**src/rtl/run4_pkg.sv**
```systemverilog
// Shared types for the four-in-a-row run detector.
// Assumes a binary state encoding whose codes are observed outside the block.
package run4_pkg;

    localparam int STATE_W = 4;

    // Binary codes are fixed; the zero chain and the one chain are each contiguous.
    typedef enum logic [STATE_W-1:0] {
        ST_IDLE  = 4'd0,
        ST_ZERO1 = 4'd1,
        ST_ZERO2 = 4'd2,
        ST_ZERO3 = 4'd3,
        ST_ZERO4 = 4'd4,
        ST_ONE1  = 4'd5,
        ST_ONE2  = 4'd6,
        ST_ONE3  = 4'd7,
        ST_ONE4  = 4'd8
    } run_state_e;

endpackage

```
**src/rtl/run4_next_state.sv**
```systemverilog
// Next-state table for the run detector.
// Assumes the current state may hold any 4-bit value; unused codes recover to idle.
module run4_next_state
    import run4_pkg::*;
(
    input  run_state_e cur_state,
    input  logic       sample,
    output run_state_e nxt_state
);

    // Purpose: pick the successor state from the current state and the sample.
    always_comb begin
        unique case (cur_state)
            ST_IDLE:  nxt_state = sample ? ST_ONE1 : ST_ZERO1;
            ST_ZERO1: nxt_state = sample ? ST_ONE1 : ST_ZERO2;
            ST_ZERO2: nxt_state = sample ? ST_ONE1 : ST_ZERO3;
            ST_ZERO3: nxt_state = sample ? ST_ONE1 : ST_ZERO4;
            ST_ZERO4: nxt_state = sample ? ST_ONE1 : ST_ZERO4;
            ST_ONE1:  nxt_state = sample ? ST_ONE2 : ST_ZERO1;
            ST_ONE2:  nxt_state = sample ? ST_ONE3 : ST_ZERO1;
            ST_ONE3:  nxt_state = sample ? ST_ONE4 : ST_ZERO1;
            ST_ONE4:  nxt_state = sample ? ST_ONE4 : ST_ZERO1;
            default:  nxt_state = ST_IDLE;
        endcase
    end

endmodule

```
**src/rtl/run4_state_reg.sv**
```systemverilog
// State register with a synchronous active-low reset to a parameter value.
// Assumes a single clock domain; reset is sampled only on the rising edge.
module run4_state_reg #(
    parameter int                WIDTH     = 4,
    parameter logic [WIDTH-1:0]  RESET_VAL = '0
) (
    input  logic             clk,
    input  logic             rst_n,
    input  logic [WIDTH-1:0] d,
    output logic [WIDTH-1:0] q
);

    // Purpose: hold the state; load the reset value when rst_n is low at an edge.
    always_ff @(posedge clk) begin
        if (!rst_n) q <= RESET_VAL;
        else        q <= d;
    end

endmodule

```
**src/rtl/run4_output_decode.sv**
```systemverilog
// Moore output decode: the flag depends on the current state only.
// Assumes the terminal states of both chains are the only detecting states.
module run4_output_decode
    import run4_pkg::*;
(
    input  run_state_e cur_state,
    output logic       detect
);

    // Purpose: raise the flag in the last state of either chain.
    always_comb begin
        case (cur_state)
            ST_ZERO4, ST_ONE4: detect = 1'b1;
            default:           detect = 1'b0;
        endcase
    end

endmodule

```
**src/rtl/run4_detector.sv**
```systemverilog
// Top of the four-in-a-row run detector: next-state table, state register
// and output decode wired together. Assumes bit_in is synchronous to clk.
module run4_detector
    import run4_pkg::*;
(
    input  logic               clk,
    input  logic               rst_n,
    input  logic               bit_in,
    output logic               match_out,
    output logic [STATE_W-1:0] state_code
);

    logic [STATE_W-1:0] state_q;
    run_state_e         cur_state;
    run_state_e         nxt_state;

    assign cur_state  = run_state_e'(state_q);
    assign state_code = state_q;

    run4_next_state u_next (
        .cur_state (cur_state),
        .sample    (bit_in),
        .nxt_state (nxt_state)
    );

    run4_state_reg #(
        .WIDTH     (STATE_W),
        .RESET_VAL (ST_IDLE)
    ) u_reg (
        .clk   (clk),
        .rst_n (rst_n),
        .d     (nxt_state),
        .q     (state_q)
    );

    run4_output_decode u_dec (
        .cur_state (cur_state),
        .detect    (match_out)
    );

endmodule

```
**config.mk**
```make
export PLATFORM = sky130hd
export DESIGN_NAME = run4_detector
export DESIGN_NICKNAME = d
export VERILOG_FILES = /design/src/rtl/run4_pkg.sv /design/src/rtl/run4_next_state.sv /design/src/rtl/run4_state_reg.sv /design/src/rtl/run4_output_decode.sv /design/src/rtl/run4_detector.sv
export SDC_FILE = /design/constraint.sdc
export NUM_CORES = 1
export LEC_CHECK = 0
export ABC_AREA = 1
export BUFFER_PORTS_ARGS = -buffer_cell sky130_fd_sc_hd__buf_4
export CAP_MARGIN = 15
export CORE_AREA = 2 2 39 41
export DETAILED_ROUTE_END_ITERATION = 10
export DIE_AREA = 0 0 41 43
export GPL_ROUTABILITY_DRIVEN = 0
export PLACE_DENSITY_LB_ADDON = 0.12
export SYNTH_ARGS = -nofsm -noshare
export SYNTH_HDL_FRONTEND = slang
export SYNTH_SLANG_ARGS = --single-unit
```
**constraint.sdc**
```tcl
create_clock -name clk -period 1.4 [get_ports clk]
set_clock_uncertainty 0.1 [all_clocks]
set_input_delay 0.14 -clock clk [delete_from_list [all_inputs] [get_ports clk]]
set_output_delay 0.14 -clock clk [all_outputs]
set_load 0.005 [all_outputs]
```
==> summary.txt <==
Synthesis
  – Synth Area per Inst: 5.716 sq um
  – Top_reg_cell synth: dfxtp_1
  – Syn Inst Count: 44
  – Area share of fa/ha/maj cells after synthesis: 0
  – Post-Syn Area: 251.5 sq um
  – Synth top area share: 0.3184
  – Synthesized net count: 47
  – Post-synth EDFFs: 0
  – Count leader, synth: nand2_1
  – Area contributors post-synth: dfxtp_1 (32%), nand2_1 (30%), nand3_1 (10%), inv_1 (7.5%), nor2_1 (7.5%)
  – Largest family of logic cells by synthesized area: simple AND/OR/NAND/NOR gates
  – Xor and xnor area share after synthesis: 0
  – Register area share after synthesis: 0.3184
  – Yosys reg bits: 4
  – Synth Area in Simple Gates: 0.5473
  – Proportion of synthesized area in mux cells: 0
  – Synth warnings: 0
  – Asr flop ratio synth: 0
  – Dominant cell type by area after synthesis: dfxtp_1
  – Synth Area in Compound Gates: 0.02985
  – Top cells by count, synth: nand2_1 (20), inv_1 (5), nand3_1 (5), nor2_1 (5), dfxtp_1 (4)
  – Yosys cell types: 9

STA
  – Hold Vio Cnt, Final: 0
  – Period utilisation layout: 0.9295
  – Relative slew slack: 0.8096
  – Hold_ws: 0.01066 ns
  – Minimum clock period: 1.301 ns
  – TNS Setup: 0 ns
  – Worst-margin pin slew: 0.2846 ns
  – Final Setup Violations: 0
  – Achievable Freq: 768.5 MHz
  – Pins Over Slew Limit: 0
  – RSZ-0062 raised after global routing: no

Job
  – Max_cap viols: 0

Worst setup path
  – Req. time, crit path: 1.16 ns
  – Worst Path Max Fanout: 5
  – CP endpoint kind: output port
  – CP Launch Point: u_reg.q[0]
  – Crit path DAT: 1.06 ns
  – RR Startpoint: u_reg.q[2]
  – Worst R2R End: u_reg.q[2]
  – Crit path kind: reg2out
  – R2R Setup Slk: 0.25 ns
  – Reg2reg path depth: 6
  – Setup crit start kind: flip-flop

Power
  – Peak supply drop: 344.4 uV
  – Combinational power share: 0.266
  – P_sw: 0.1171 mW
  – Power per cell area: 1112 nW/um^2
  – Clock Power Share: 0.372
  – Reg power frac: 0.362
  – P_leak: 0.2004 nW
  – Power Internal: 0.2695 mW
  – Sw Ratio: 0.3030

Die
  – Die area: 1763 sq um
  – Rows: 14
  – Die H: 43 um
  – Die X: 41 um
  – Initial Utilization: 0.1817
  – IO Pins: 8
  – CORE AREA: 1384 sq um

CTS
  – CTS tree: yes
  – Post-CTS Hold Buffers: 0
  – Clock transition at path regs: 0.04 ns
  – CTS root buffer: clkbuf_4
  – CTS max path bufs: 2
  – CTS Buf Count: 3
  – H-tree levels: 1
  – Clock sink count: 4
  – Clk_lat worst skew: 0.24 ns

Routing
  – Initial DRC Count: 4
  – Final wirelength: 598 um
  – Met2 Wirelength: 283 um
  – First drt pass iteration count: 4
  – M1 wire length: 265 um
  – Antenna viol nets, final: 0
  – Routed WL per cell: 8.543 um
  – Drc violations: 0
  – Highest routed layer: met4
  – Via Count: 286
  – Vias per cell: 4.086
  – Routed met3 length: 30 um

Hold path
  – Hold path depth: 3
  – Worst Min Path Start: rst_n
  – Worst Hold Endpoint: u_reg.q[0]
  – Hold Path Class: in2reg

Finish
  – Final nets: 59
  – Area grow syn2layout: 38.31%
  – Share of layout cells above drive strength 1: 0.2593
  – Biggest regs: u_reg.q (4)
  – Number of flip-flops under the largest register name: 4
  – Ant. Diodes: 0
  – Final Core Density: 0.2514
  – Top reg by flops: u_reg.q

Status
  – Status: complete, no violations

GRT
  – GRT overflow: 0
  – First-pass GRT wire length: 931 um
  – Total Routing Usage GR: 0.08216
  – Initial antenna violation count: 0
  – Pin count of the biggest net entering global routing: 7
  – Number of global-route vias before repair: 258

Place
  – DP HPWL: 492.4 um
  – Port-buffer cells: 7
-- how the worst max path moves through the flow --
stage | end | slack (ns)
2_1_floorplan | u_reg.q[2] | 0.34
3_3_place_gp | u_reg.q[2] | 0.20
3_5_place_dp | u_reg.q[2] | 0.24
4_1_cts | match_out | 0.04
5_1_grt | match_out | 0.005
6_report | match_out | 0.1
-- cell families (layout without fill, tap and decap cells) --
group	after synthesis	in the layout
simple gates	32	32
buf+inv	7	17
compound gates	1	1
flops	4	4
-- cells in the final DEF, fill, tap and decap left out --
cell	count
nor2_1	5
inv_2	2
buf_4	7
clkbuf_4	3
nand3_1	5
nand3b_1	1
dfxtp_2	1
nand2_1	20
a211oi_1	1
dfxtp_1	3
inv_1	5
nor2_4	1
-- area by class of cell --
cell class              instances  area (sq um)
flip-flops and latches          4         81.33
well taps                      16         20.02
multi-input cells              33         145.1
repair buffers                  7         52.55
clock buffers                   3         22.52
fillers                       177          1036
inverters                       7         26.28
-- worst max-delay path: stages (launching register included) --
cell and delay (ns):
dfxtp_1 0.34, nor2_1 0.19, nand2_1 0.11, nand2_1 0.08, buf_4 0.10
-- timing repair --
action / 4_1_cts / 5_1_grt
setup endpoints to repair: 0 / 1
gates resized for setup: 0 / 1
setup buffers: 0 / 0
-- power by group through the flow --
stage                     clock (mW)  sequential [mW]  combinational [mW]
final                          0.144            0.140               0.103
after global routing           0.160            0.142               0.119
after global placement             0            0.143               0.108
after floorplan                    0            0.141              0.0633
after detailed placement           0            0.142               0.104
after CTS                      0.154            0.140               0.105
-- metrics by stage --
stage / cell area, sq um / instances / total power [mW] / worst slack, ns
final: 347.8 / 70 / 0.3866 / 0.09877
after global routing: 347.8 / 70 / 0.4211 / 0.004558
after CTS: 346.6 / 70 / 0.3992 / 0.04091
after detailed placement: 324.1 / 67 / 0.2464 / 0.2358
after global placement: 324.1 / 67 / 0.2512 / 0.2045
after floorplan: 251.5 / 44 / 0.2040 / 0.3384
-- routing by layer --
metal | vias up | track usage
met2 | 6 | 0.1219
li1 | 157 | -
met5 | - | 0
met3 | 2 | 0.06283
met4 | 0 | 0.04000
met1 | 121 | 0.07987
No activity file was read; power rests on OpenSTA's default activity.
